<file path="src/rtl/trapctl_pkg.sv">
package trapctl_pkg;
  typedef enum logic [2:0] {
    EV_NONE = 3'd0,
    EV_BRK  = 3'd1,
    EV_PROG = 3'd2,
    EV_SW   = 3'd3,
    EV_EXT  = 3'd4,
    EV_RET  = 3'd5,
    EV_WR   = 3'd6
  } ev_e;
endpackage

</file>
<file path="src/rtl/trapctl_swnum.sv">
module trapctl_swnum #(
  parameter int ADDR_W = 32,
  parameter int TT_W   = 8
) (
  input  logic [ADDR_W-1:0] base_i,
  input  logic [ADDR_W-1:0] ofs_i,
  output logic [TT_W-1:0]   num_o
);
  localparam logic [ADDR_W-1:0] LOW_MASK = ADDR_W'((1 << (TT_W-1)) - 1);
  localparam logic [ADDR_W-1:0] BIAS     = ADDR_W'(1 << (TT_W-1));

  logic [ADDR_W-1:0] sum;
  assign sum   = base_i + ofs_i;
  // fold the sum into the upper half of the type space
  assign num_o = TT_W'((sum & LOW_MASK) + BIAS);
endmodule

</file>
<file path="src/rtl/trapctl_arb.sv">
module trapctl_arb
  import trapctl_pkg::*;
#(
  parameter int LVL_W = 4
) (
  input  logic             clk,
  input  logic             rst,
  input  logic             halted_i,
  input  logic             trap_en_i,
  input  logic             brk_i,
  input  logic             prog_i,
  input  logic             sw_i,
  input  logic             ext_i,
  input  logic             ret_i,
  input  logic             wr_i,
  input  logic [LVL_W-1:0] ext_lvl_i,
  input  logic [LVL_W-1:0] mask_lvl_i,
  output ev_e              ev_o
);
  localparam logic [LVL_W-1:0] TOP_LVL = '1;

  logic ext_ok;
  // top level bypasses the mask, traps must be enabled
  assign ext_ok = ext_i && trap_en_i &&
                  ((ext_lvl_i == TOP_LVL) || (ext_lvl_i >= mask_lvl_i));

  // fixed priority chain
  always_comb begin
    if (halted_i)    ev_o = EV_NONE;
    else if (brk_i)  ev_o = EV_BRK;
    else if (prog_i) ev_o = EV_PROG;
    else if (sw_i)   ev_o = EV_SW;
    else if (ext_ok) ev_o = EV_EXT;
    else if (ret_i)  ev_o = EV_RET;
    else if (wr_i)   ev_o = EV_WR;
    else             ev_o = EV_NONE;
  end


  ext_masked_chk: assert property (@(posedge clk) disable iff (rst)
    (ext_i && !trap_en_i) |-> (ev_o != EV_EXT));


  brk_first_chk: assert property (@(posedge clk) disable iff (rst)
    (brk_i && !halted_i) |-> (ev_o == EV_BRK));
endmodule

</file>
<file path="src/rtl/trapctl_state.sv">
module trapctl_state
  import trapctl_pkg::*;
#(
  parameter int ADDR_W = 32,
  parameter int TT_W   = 8
) (
  input  logic                    clk,
  input  logic                    rst,
  input  ev_e                     ev_i,
  input  logic [ADDR_W-1:0]       cur_pc_i,
  input  logic [ADDR_W-1:0]       prev_pc_i,
  input  logic                    precise_i,
  input  logic [TT_W-1:0]         prog_tt_i,
  input  logic [TT_W-1:0]         sw_tt_i,
  input  logic [TT_W-1:0]         ext_tt_i,
  input  logic [ADDR_W-TT_W-5:0]  vec_hi_i,
  input  logic                    ret_dbg_i,
  input  logic                    wr_sup_i,
  input  logic                    wr_en_i,
  input  logic                    wr_prev_i,
  output logic                    redirect_o,
  output logic [ADDR_W-1:0]       next_pc_o,
  output logic                    sup_o,
  output logic                    prev_sup_o,
  output logic                    trap_en_o,
  output logic                    dbg_mode_o,
  output logic                    dbg_sup_o,
  output logic                    dbg_trap_en_o,
  output logic [ADDR_W-1:0]       epc_o,
  output logic [ADDR_W-1:0]       dbg_epc_o,
  output logic [TT_W-1:0]         trap_type_o,
  output logic                    halted_o
);
  localparam logic [ADDR_W-1:0] STEP = ADDR_W'(4);
  localparam logic [TT_W-1:0]   BRK_TT = '1;

  logic              sup_q, ps_q, et_q, dbg_q, bs_q, bet_q, halt_q, redir_q;
  logic [ADDR_W-1:0] epc_q, depc_q, npc_q;
  logic [TT_W-1:0]   tt_q;

  logic              sup_n, ps_n, et_n, dbg_n, bs_n, bet_n, halt_n, redir_n;
  logic [ADDR_W-1:0] epc_n, depc_n, npc_n;
  logic [TT_W-1:0]   tt_n;
  logic              entry;

  always_comb begin
    sup_n = sup_q;  ps_n = ps_q;   et_n = et_q;   dbg_n = dbg_q;
    bs_n  = bs_q;   bet_n = bet_q; halt_n = halt_q;
    epc_n = epc_q;  depc_n = depc_q; npc_n = npc_q; tt_n = tt_q;
    redir_n = 1'b0;
    entry   = 1'b0;
    case (ev_i)
      EV_BRK: begin
        bs_n = sup_q; bet_n = et_q;
        sup_n = 1'b1; et_n = 1'b0;
        depc_n = cur_pc_i;
        tt_n = BRK_TT;
        dbg_n = 1'b1;
        entry = 1'b1;
      end
      EV_PROG, EV_SW: begin
        ps_n = sup_q; sup_n = 1'b1; et_n = 1'b0;
        epc_n = precise_i ? prev_pc_i : cur_pc_i;
        tt_n = (ev_i == EV_PROG) ? prog_tt_i : sw_tt_i;
        entry = 1'b1;
        if (!et_q) halt_n = 1'b1;
      end
      EV_EXT: begin
        ps_n = sup_q; sup_n = 1'b1; et_n = 1'b0;
        epc_n = cur_pc_i;
        tt_n = ext_tt_i;
        entry = 1'b1;
      end
      EV_RET: begin
        if (!sup_q) begin
          if (!et_q) halt_n = 1'b1;
          else begin
            redir_n = 1'b1; npc_n = cur_pc_i + STEP;
          end
        end else if (et_q) begin
          halt_n = 1'b1;
        end else if (!dbg_q && !ret_dbg_i) begin
          redir_n = 1'b1; npc_n = epc_q;
          et_n = 1'b1; sup_n = ps_q;
        end else if (dbg_q && ret_dbg_i) begin
          redir_n = 1'b1; npc_n = depc_q;
          et_n = bet_q; sup_n = bs_q; dbg_n = 1'b0;
        end else begin
          redir_n = 1'b1; npc_n = cur_pc_i + STEP;
        end
      end
      EV_WR: begin
        sup_n = wr_sup_i; et_n = wr_en_i; ps_n = wr_prev_i;
      end
      default: ;
    endcase
    if (entry) begin
      redir_n = 1'b1;
      npc_n   = {vec_hi_i, tt_n, 4'b0000};
    end
  end

  always_ff @(posedge clk) begin
    if (rst) begin
      sup_q <= 1'b1; ps_q <= 1'b0; et_q <= 1'b0; dbg_q <= 1'b0;
      bs_q <= 1'b0; bet_q <= 1'b0; halt_q <= 1'b0; redir_q <= 1'b0;
      epc_q <= '0; depc_q <= '0; npc_q <= '0; tt_q <= '0;
    end else begin
      sup_q <= sup_n; ps_q <= ps_n; et_q <= et_n; dbg_q <= dbg_n;
      bs_q <= bs_n; bet_q <= bet_n; halt_q <= halt_n; redir_q <= redir_n;
      epc_q <= epc_n; depc_q <= depc_n; npc_q <= npc_n; tt_q <= tt_n;
    end
  end

  assign redirect_o    = redir_q;
  assign next_pc_o     = npc_q;
  assign sup_o         = sup_q;
  assign prev_sup_o    = ps_q;
  assign trap_en_o     = et_q;
  assign dbg_mode_o    = dbg_q;
  assign dbg_sup_o     = bs_q;
  assign dbg_trap_en_o = bet_q;
  assign epc_o         = epc_q;
  assign dbg_epc_o     = depc_q;
  assign trap_type_o   = tt_q;
  assign halted_o      = halt_q;


  halt_sticky_chk: assert property (@(posedge clk) disable iff (rst)
    halt_q |=> halt_q);


  halt_freeze_chk: assert property (@(posedge clk) disable iff (rst)
    halt_q |=> ($stable(epc_q) && $stable(sup_q) && !redir_q));


  brk_entry_chk: assert property (@(posedge clk) disable iff (rst)
    (ev_i == EV_BRK) |=> (dbg_q && sup_q && !et_q && redir_q));


  trap_entry_chk: assert property (@(posedge clk) disable iff (rst)
    (ev_i == EV_PROG || ev_i == EV_SW || ev_i == EV_EXT)
      |=> (sup_q && !et_q && redir_q));


  ret_normal_chk: assert property (@(posedge clk) disable iff (rst)
    (ev_i == EV_RET && sup_q && !et_q && !dbg_q && !ret_dbg_i)
      |=> (et_q && redir_q));
endmodule

</file>
<file path="src/rtl/trapctl_top.sv">
module trapctl_top
  import trapctl_pkg::*;
#(
  parameter int ADDR_W = 32,
  parameter int TT_W   = 8,
  parameter int LVL_W  = 4
) (
  input  logic                    clk,
  input  logic                    rst,
  input  logic                    brk_req_i,
  input  logic                    prog_req_i,
  input  logic [TT_W-1:0]         prog_tt_i,
  input  logic                    precise_i,
  input  logic                    sw_req_i,
  input  logic [ADDR_W-1:0]       sw_base_i,
  input  logic [ADDR_W-1:0]       sw_ofs_i,
  input  logic                    ext_req_i,
  input  logic [LVL_W-1:0]        ext_lvl_i,
  input  logic [TT_W-1:0]         ext_tt_i,
  input  logic [LVL_W-1:0]        mask_lvl_i,
  input  logic                    ret_req_i,
  input  logic                    ret_dbg_i,
  input  logic                    stat_wr_i,
  input  logic                    stat_wr_sup_i,
  input  logic                    stat_wr_en_i,
  input  logic                    stat_wr_prev_i,
  input  logic [ADDR_W-1:0]       cur_pc_i,
  input  logic [ADDR_W-1:0]       prev_pc_i,
  input  logic [ADDR_W-TT_W-5:0]  vec_hi_i,
  output logic                    redirect_o,
  output logic [ADDR_W-1:0]       next_pc_o,
  output logic                    sup_o,
  output logic                    prev_sup_o,
  output logic                    trap_en_o,
  output logic                    dbg_mode_o,
  output logic                    dbg_sup_o,
  output logic                    dbg_trap_en_o,
  output logic [ADDR_W-1:0]       epc_o,
  output logic [ADDR_W-1:0]       dbg_epc_o,
  output logic [TT_W-1:0]         trap_type_o,
  output logic                    halted_o
);
  ev_e             ev;
  logic [TT_W-1:0] sw_tt;

  trapctl_swnum #(.ADDR_W(ADDR_W), .TT_W(TT_W)) u_swnum (
    .base_i (sw_base_i),
    .ofs_i  (sw_ofs_i),
    .num_o  (sw_tt)
  );

  trapctl_arb #(.LVL_W(LVL_W)) u_arb (
    .clk        (clk),
    .rst        (rst),
    .halted_i   (halted_o),
    .trap_en_i  (trap_en_o),
    .brk_i      (brk_req_i),
    .prog_i     (prog_req_i),
    .sw_i       (sw_req_i),
    .ext_i      (ext_req_i),
    .ret_i      (ret_req_i),
    .wr_i       (stat_wr_i),
    .ext_lvl_i  (ext_lvl_i),
    .mask_lvl_i (mask_lvl_i),
    .ev_o       (ev)
  );

  trapctl_state #(.ADDR_W(ADDR_W), .TT_W(TT_W)) u_state (
    .clk           (clk),
    .rst           (rst),
    .ev_i          (ev),
    .cur_pc_i      (cur_pc_i),
    .prev_pc_i     (prev_pc_i),
    .precise_i     (precise_i),
    .prog_tt_i     (prog_tt_i),
    .sw_tt_i       (sw_tt),
    .ext_tt_i      (ext_tt_i),
    .vec_hi_i      (vec_hi_i),
    .ret_dbg_i     (ret_dbg_i),
    .wr_sup_i      (stat_wr_sup_i),
    .wr_en_i       (stat_wr_en_i),
    .wr_prev_i     (stat_wr_prev_i),
    .redirect_o    (redirect_o),
    .next_pc_o     (next_pc_o),
    .sup_o         (sup_o),
    .prev_sup_o    (prev_sup_o),
    .trap_en_o     (trap_en_o),
    .dbg_mode_o    (dbg_mode_o),
    .dbg_sup_o     (dbg_sup_o),
    .dbg_trap_en_o (dbg_trap_en_o),
    .epc_o         (epc_o),
    .dbg_epc_o     (dbg_epc_o),
    .trap_type_o   (trap_type_o),
    .halted_o      (halted_o)
  );
endmodule

</file>
<file path="config.mk">
export PLATFORM = sky130hd
export DESIGN_NAME = trapctl_top
export DESIGN_NICKNAME = d
export VERILOG_FILES = /design/src/rtl/trapctl_pkg.sv /design/src/rtl/trapctl_swnum.sv /design/src/rtl/trapctl_arb.sv /design/src/rtl/trapctl_state.sv /design/src/rtl/trapctl_top.sv
export SDC_FILE = /design/constraint.sdc
export NUM_CORES = 1
export LEC_CHECK = 0
export ABC_AREA = 1
export BUFFER_PORTS_ARGS = -buffer_cell sky130_fd_sc_hd__clkbuf_2
export CAP_MARGIN = 40
export CELL_PAD_IN_SITES_DETAIL_PLACEMENT = 1
export CELL_PAD_IN_SITES_GLOBAL_PLACEMENT = 2
export CORE_MARGIN = 3
export CORE_UTILIZATION = 27
export DETAILED_ROUTE_END_ITERATION = 7
export GPL_ROUTABILITY_DRIVEN = 0
export PLACE_DENSITY = 0.9
export SLEW_MARGIN = 20
export SYNTH_ARGS = -nofsm -noshare
export SYNTH_HDL_FRONTEND = slang
export SYNTH_HIERARCHICAL = 1
export SYNTH_SLANG_ARGS = --single-unit
</file>
<file path="constraint.sdc">
create_clock -name clk -period 9.4 [get_ports clk]
set_clock_uncertainty 0.1 [all_clocks]
set_input_delay 1.88 -clock clk [delete_from_list [all_inputs] [get_ports clk]]
set_output_delay 1.88 -clock clk [all_outputs]
set_load 0.01 [all_outputs]
</file>
==> metrics.txt, run 1 <==
outcome=complete, no violations; top-area cell type share of the netlist area=0.311; sw frac=0.381; Vias=between 8,000 and 9,000; Seq/Total Area, Yosys=0.311; RSZ-0062 raised after global routing=false; Worst path slowest cell=nor2_8; routed wl met3=roughly 1600 µm; I/O pins=~300; largest area contributor in the netlist=dfxtp_1; Worst setup SP type=input pin; Pleak=4.38 nW; combinational power share=0.318; initial antenna violation count=0; Post-Synth XOR/XNOR Area=0.0253; Peak supply drop=~0.10 mV; fmax=roughly 180 MHz; cell internal pwr=between 0.8 and 0.9 mW; Final Util=0.338; Worst-path clk slew=roughly 80 ps; ANT cells=0; maxcap violations=0; Top cell by count, worst path=nand2_1; endpoint class of the critical path=register; Post-Place Cells=around 1,600; fin. max-slew vios=0; CTS Root Cell=clkbuf_16; multi-input logic area=between 0.004 and 0.005 mm²; Top Metal Used=met4; CTS Buf Count=9; post-CTS sizing=0; CTS Sinks=approximately 110; Largest stage delay, worst path=a little under 700 ps; Setup CP Type=in2reg; syn_nets=between 1,000 and 1,500; port bufs=~250; Area Overhead vs Synth=22.8%; Detailed Route WL=just over 30,000 µm; Adder-Cell Fraction of Synth Area=0.0270; Final Hold Viols=0; vias in the first global route=between 8,000 and 9,000; mux cell area share after synthesis=0.0140; Post-route DRC=0; die width=~170 µm; worst-path cell chain=clkbuf_2 -> inv_1 -> ha_1 -> inv_1 -> nand2_1 -> nand2_1 -> nand2_1 -> nand2_1 -> nand2_1 -> nand2_2 -> a211oi_1 -> buf_2 -> nor2_2 -> inv_2 -> nand2_4 -> nor2_8 -> nand2_4 -> inv_2 -> nor2_1 -> o211ai_1 -> nand2_1 -> inv_1; power share of the clock group=0.274; later-pin clock latency in the skew report=360 ps; FILL cells=around 3,500; final setup fails=0; HPWL after DPL=roughly 23,000 µm; Finished Layout Cells=approximately 1,700; Die Y=around 170 µm; initial core utilization=0.276; P per Cell Area=~160 mW/mm²; Psw=0.537 mW; Seq cells post-synth=approximately 110; Final min period=roughly 5600 ps; Rel. slew slack=0.469; hold-fix buffers at CTS=0; Critical Path RT=9600 ps; grt total ovfl=0; Buf+Inv Stages, Crit Path=7; Reg area=0.00224 mm²; Yosys cell types=48; Detail Route Antenna Nets=0; Vias per Instance=between 4 and 5; Nets=1,523; Post-Synthesis Cells=about 1,100; Compound-Gate Fraction of Synth Area=0.232; DR iter-0 viols=between 300 and 400; Avg Synthesized Cell Area=roughly 6.5 µm²; Post-CTS Repair Setup Buffers=0; Routed WL per cell=between 15 and 20 µm; dpl ws=3360 ps; simple-gate area share of the yosys netlist=0.261; final setup margin=3800 ps; Flop pwr share=0.408; first-pass GRT wire length=between 40,000 and 50,000 µm; Max FO, Critical Path=between 60 and 70; Core Area=0.0262 mm²; Synth Warn #=6; Longest Clk Path Bufs=2; hold_ws=371 ps; met2 WL=14,500 µm; crit-path leading delay family=simple AND/OR/NAND/NOR gates; largest net degree at the start of global routing=75; Tcrit/Tclk final=0.596; synth top area cells=dfxtp_1 31%, nand2_1 10%, a21oi_1 10%; Tot GR Track Use=0.209; Setup TNS=0 ps; wl on met1=14,500 µm; die area=approximately 0.029 mm²; DRT Pass-1 Iters=5; Least-Margin Pin Slew=797 ps; largest family of logic cells by synthesized area=simple AND/OR/NAND/NOR gates; H-tree levels=3; synthesized cell area=approximately 0.0072 mm²; CTS tree=done; Arrival @ worst endpoint=5800 ps; layout cells sized above 1=0.235; num rows=59; min-delay worst type=reg2reg
## per-stage QoR
step | area (µm²) | total power [mW]
5_1_grt | 8870 | 1.50
3_5_place_dp | 8590 | 1.04
3_3_place_gp | 8570 | 1.02
2_1_floorplan | 7220 | 0.850
6_report | 8870 | 1.41
4_1_cts | 8870 | 1.43
## routing by layer
layer  GRT usage  up-vias
li1            -     4034
met1       0.287     3914
met2       0.350      193
met3      0.0342       19
met4      0.0366        0
met5           0        -
## cells in the mapped netlist, drive strengths merged
cell type    number
a211oi            1
a21oi           146
a22oi             1
a311oi            1
a31oi             6
and2              2
buf              34
clkbuf           21
clkinv            1
conb              1
dfxtp           112
dlygate4sd1       1
fa                1
ha               14
inv             158
mux2              9
nand2           205
nand3            52
nand4             7
nor2            157
nor3              8
o211ai           13
o21ai           114
o21bai            5
o221ai           17
o22ai             1
o311ai            1
or2               6
xnor2             3
xor2             17
## cells in the final DEF (no fill, tap or decap), types with 3 or more instances in the layout
cell,synthesis,layout
o21bai_1,5,5
nor2_4,6,6
o21ai_0,102,102
nand3_1,50,50
or2_1,3,3
o211ai_1,13,13
a31oi_1,6,6
nand2_2,5,5
nand4_1,7,7
nand2_4,4,4
ha_1,14,14
inv_2,6,7
buf_4,4,5
xor2_1,17,17
clkbuf_16,0,9
o21ai_1,10,10
nor2_2,3,3
clkbuf_2,0,246
nor2_1,147,147
a21oi_1,145,145
mux2_2,9,9
o221ai_1,17,17
inv_1,151,150
nor3_1,8,8
nand2_1,196,196
dfxtp_1,112,112
## worst register-to-register path: cells and delay by family, from the launching register on
kind	cells	cell delay (ps)
AOI/OAI and AO/OA	2	580
buffers and inverters	5	860
DFF	1	520
and+or+nand+nor	8	1970
## power by group through the flow
stage / Clock, mW / Combinational, mW / Sequential [mW]
2_1_floorplan: 0 / 0.244 / 0.607
3_3_place_gp: 0 / 0.439 / 0.584
3_5_place_dp: 0 / 0.450 / 0.586
4_1_cts: 0.402 / 0.452 / 0.575
5_1_grt: 0.417 / 0.502 / 0.583
6_report: 0.386 / 0.448 / 0.575
## area by class of cell
class,instances,area share
repair buffers,253,0.145
clock buffers,10,0.0258
inverters,159,0.0676
well taps,335,0.0473
multi-input cells,788,0.455
flip-flops and latches,112,0.253
clock inverters,6,0.00564
## sequential cells by signal, indices dropped and copies added, names as in the netlist, 8 cells and up
| name | count |
|---|---|
| u_state/epc_o | 32 |
| u_state/next_pc_o | 32 |
| u_state/dbg_epc_o | 32 |
| u_state/trap_type_o | 8 |
## kinds of logic (layout without fill, tap and decap cells)
| kind of cell | Yosys count | after routing |
|---|---|---|
| AND/OR/NAND/NOR | 437 | 437 |
| multiplexers | 9 | 9 |
| buffers and inverters | 215 | 428 |
| flip-flops | 112 | 112 |
| XOR/XNOR | 20 | 20 |
| AO/OA/AOI/OAI | 306 | 306 |
| adder cells (fa/ha/maj) | 15 | 15 |
| other | 1 | 1 |
## worst paths after layout
kind                                        to  depth (start not counted)                              start  slack [ps]
max          u_state/next_pc_o[9]$_SDFFE_PP0P_                         22                       ext_lvl_i[0]        3800
min          u_state/trap_type_o[3]$_SDFF_PP0_                          2  u_state/trap_type_o[3]$_SDFF_PP0_         370
max reg2reg  u_state/next_pc_o[9]$_SDFFE_PP0P_                         15     u_state/trap_en_o$_SDFFE_PP0P_        5330
min reg2reg  u_state/trap_type_o[3]$_SDFF_PP0_                          2  u_state/trap_type_o[3]$_SDFF_PP0_         370
Note: power is estimated with default switching activity, not from simulation.
==> inputs of run 2 (changes only) <==
--- a/config.mk
+++ b/config.mk
@@ -5,16 +5,16 @@
 export SDC_FILE = /design/constraint.sdc
 export NUM_CORES = 1
 export LEC_CHECK = 0
-export ABC_AREA = 1
+export ABC_AREA = 0
 export BUFFER_PORTS_ARGS = -buffer_cell sky130_fd_sc_hd__clkbuf_2
 export CAP_MARGIN = 40
 export CELL_PAD_IN_SITES_DETAIL_PLACEMENT = 1
 export CELL_PAD_IN_SITES_GLOBAL_PLACEMENT = 2
 export CORE_MARGIN = 3
-export CORE_UTILIZATION = 27
+export CORE_UTILIZATION = 26
 export DETAILED_ROUTE_END_ITERATION = 7
 export GPL_ROUTABILITY_DRIVEN = 0
-export PLACE_DENSITY = 0.9
+export PLACE_DENSITY = 0.84
 export SLEW_MARGIN = 20
 export SYNTH_ARGS = -nofsm -noshare
 export SYNTH_HDL_FRONTEND = slang
==> constraint.sdc (replaced) <==
create_clock -name clk -period 5.2 [get_ports clk]
set_clock_uncertainty 0.1 [all_clocks]
set_input_delay 1.04 -clock clk [delete_from_list [all_inputs] [get_ports clk]]
set_output_delay 1.04 -clock clk [all_outputs]
set_load 0.01 [all_outputs]
==> metrics.txt, run 2 <==
Peak supply drop=0.166 mV (+66%); Final Hold Viols=0 (unchanged); Vias=7,343 (-10%); I/O pins=297 (unchanged); Post-Synth XOR/XNOR Area=0.0343 (+0.00904); P per Cell Area=300 mW/mm² (+88%); Nets=1,260 (-17%); r2r setup slk=2190 ps (-3140 ps); grt total ovfl=0 (unchanged); syn_nets=1,051 (-20%); routed wl met3=1650 µm (+6.6%); most common cell in the synthesized netlist=a21oi_1; Tot GR Track Use=0.204 (-0.00406); Compound-Gate Fraction of Synth Area=0.280 (+0.0486); Die Y=168 µm (-0.98%); total chip power=2.57 mW (+82%); DR iter-0 viols=485 (+23%); Synth async-reset ratio=0 (unchanged); Arrival @ worst endpoint=3950 ps (-1850 ps); Area Overhead vs Synth=26.0%; fmax=around 260 MHz; outcome=complete, no violations; FILL cells=3,147 (-9.1%); Critical Path RT=5310 ps (-4290 ps); Synth Warn #=6 (unchanged); Avg Synthesized Cell Area=8.01 µm² (+24%); Pleak=3.72 nW (-15%); Seq/Total Area, Yosys=0.329 (+0.0186); Tcrit/Tclk final=0.739; Detailed Route WL=29,800 µm (-3.3%); initial core utilization=0.267 (-0.00807); RR Startpoint=u_state/trap_en_o$_SDFFE_PP0P_; CTS Root Cell=clkbuf_16; CTS tree=done; Core Area=0.0255 mm² (-2.8%); layout cells sized above 1=0.299 (+0.0637); DP Area=0.00828 mm² (-3.6%); post-CTS sizing=0 (unchanged); Finished Layout Cells=1,395 (-16%); Rel. slew slack=0.486 (+0.0168); final setup fails=0 (unchanged); Worst path slowest cell=a221oi_1; Max FO, Critical Path=23 (-65%); simple-gate area share of the yosys netlist=0.202 (-0.0586); Adder-Cell Fraction of Synth Area=0.0287 (+0.00162); min-delay worst type=reg2reg; largest net degree at the start of global routing=62 (-17%); Vias per Instance=5.26 (+7.3%); CTS Sinks=112 (unchanged); met2 WL=13,900 µm (-3.8%); hold-fix buffers at CTS=0 (unchanged); r2r endpoint=u_state/epc_o[8]$_SDFFE_PP0P_; H-tree levels=3 (unchanged); worst-path cell chain=clkbuf_2 -> ha_1 -> a21oi_1 -> nand2_1 -> o211a_1 -> o311a_1 -> buf_4 -> nor3b_1 -> buf_4 -> a221oi_1 -> nand2_1 -> a311oi_1 -> a211oi_1; Detail Route Antenna Nets=0 (unchanged); die area=0.0282 mm² (-1.9%); CTS Buf Count=9 (unchanged); most frequent cells after synthesis=113 x a21oi_1, 112 x dfxtp_1, 112 x nand2_1, 71 x nor2_1, 37 x a211oi_1; Worst-path clk slew=80 ps (about the same); wl on met1=13,800 µm (-4.9%); Yosys cell types=75 (+56%); Post-Place Cells=1,378 (-16%); RSZ-0062 raised after global routing=false; most common cell after layout, fill and taps aside=clkbuf_2; maxcap violations=0 (unchanged); Seq cells post-synth=112 (unchanged); Post-synth EDFFs=0 (unchanged); Top Metal Used=met4; largest area contributor in the netlist=dfxtp_1; Post-CTS Repair Setup Buffers=0 (unchanged); Routed WL per cell=21.4 µm (+15%); synth top area cells=dfxtp_1 33%, a21oi_1 8.3%, nand2_1 6.2%; port bufs=246 (unchanged); commonest register cell after synthesis=dfxtp_1; Post-Synthesis Cells=851 (-24%); DRT Pass-1 Iters=5 (unchanged); vias in the first global route=7,471 (-7.6%); largest family of logic cells by synthesized area=compound AO/OA/AOI/OAI gates; Post-route DRC=0 (unchanged); Longest Clk Path Bufs=2 (unchanged); Setup CP Type=in2reg; Hold Path Depth=2 (unchanged); worst hold endpoint=u_state/trap_type_o[4]$_SDFF_PP0_; Least-Margin Pin Slew=772 ps (-25.1 ps); top-area cell type share of the netlist area=0.329 (+0.0186); hold wc startpoint=u_state/trap_type_o[4]$_SDFF_PP0_; Final min period=roughly 3800 ps; first-pass GRT wire length=45,400 µm (-3.0%); Setup TNS=0 ps (unchanged); initial antenna violation count=0 (unchanged); later-pin clock latency in the skew report=360 ps (about the same); fin. max-slew vios=0 (unchanged); cell area after layout=0.00858 mm² (-3.2%); Final Util=0.337 (-0.00144); most frequent cells in the layout=245 x clkbuf_2, 113 x a21oi_1, 112 x nand2_1, 112 x dfxtp_1, 70 x nor2_1; num rows=58 (-1.7%); ANT cells=0 (unchanged); Reg2Reg Depth=9 (-6); endpoint class of the critical path=register; die width=168 µm (-0.98%); HPWL after DPL=22,300 µm (-4.2%); Worst setup SP type=input pin; synthesized cell area=0.00681 mm² (-5.6%); mux cell area share after synthesis=0.0487 (+0.0346); Largest stage delay, worst path=600 ps (-80 ps)
run 2: cell types whose count changed after synthesis, moves of 33 or more:
cell / change
a211oi_1: +36
inv_1: -134
nand2_1: -84
nand3_1: -33
nor2_1: -76
o21ai_0: -78
run 2: area by class of cell:
cell class,instances,area [µm²],share of cell area
Clock buffer,9,225,0.0262
Clock inverter,7,62.6,0.00729
Inverter,18,67.6,0.00787
Multi-Input combinational cell,643,4080,0.475
Sequential cell,112,2240,0.261
Tap cell,330,413,0.0481
Timing Repair Buffer,276,1490,0.174
run 2: through the flow:
step	hold slack, ps	setup WS, ps
final	362	1360
after global routing	387	1040
after CTS	363	1330
after detailed placement	350	942
after global placement	342	996
after floorplan	376	1660
run 2: power by group:
part / total (mW) / internal [mW] / switching [mW] / leakage (nW)
sequential: 1.05 / 0.962 / 0.0861 / 0.927
combinational: 0.816 / 0.309 / 0.506 / 2.66
clock: 0.707 / 0.337 / 0.370 / 0.139
run 2: logic make-up after synthesis:
group / count (synthesis)
XOR/XNOR: 25
other: 1
buffers and inverters: 96
adder cells (fa/ha/maj): 15
multiplexers: 33
AND/OR/NAND/NOR: 277
AO/OA/AOI/OAI: 292
flip-flops: 112
run 2: how the worst max path moves through the flow:
| stage | cells after the start | start | to |
|---|---|---|---|
| after global routing | 13 | mask_lvl_i[3] | u_state/next_pc_o[11]$_SDFFE_PP0P_ |
| final | 13 | ext_lvl_i[3] | u_state/next_pc_o[9]$_SDFFE_PP0P_ |
| after detailed placement | 13 | ext_lvl_i[3] | u_state/next_pc_o[22]$_SDFFE_PP0P_ |
| after floorplan | 12 | mask_lvl_i[3] | u_state/next_pc_o[4]$_SDFFE_PP0P_ |
| after CTS | 13 | ext_lvl_i[3] | u_state/next_pc_o[22]$_SDFFE_PP0P_ |
| after global placement | 13 | ext_lvl_i[3] | u_state/next_pc_o[22]$_SDFFE_PP0P_ |
run 2: per-layer routing:
| layer | vias to the layer above | global-route usage |
|---|---|---|
| met2 | 212 | 0.339 |
| met5 | - | 0 |
| met1 | 3557 | 0.277 |
| met4 | 0 | 0.0438 |
| met3 | 23 | 0.0402 |
| li1 | 3551 | - |
run 2: worst max-delay path, delay by kind of cell:
kind | cells | cell delay, ps
simple gates | 3 | 390
compound gates | 6 | 1670
fa+ha+maj | 1 | 320
buf+inv | 3 | 510
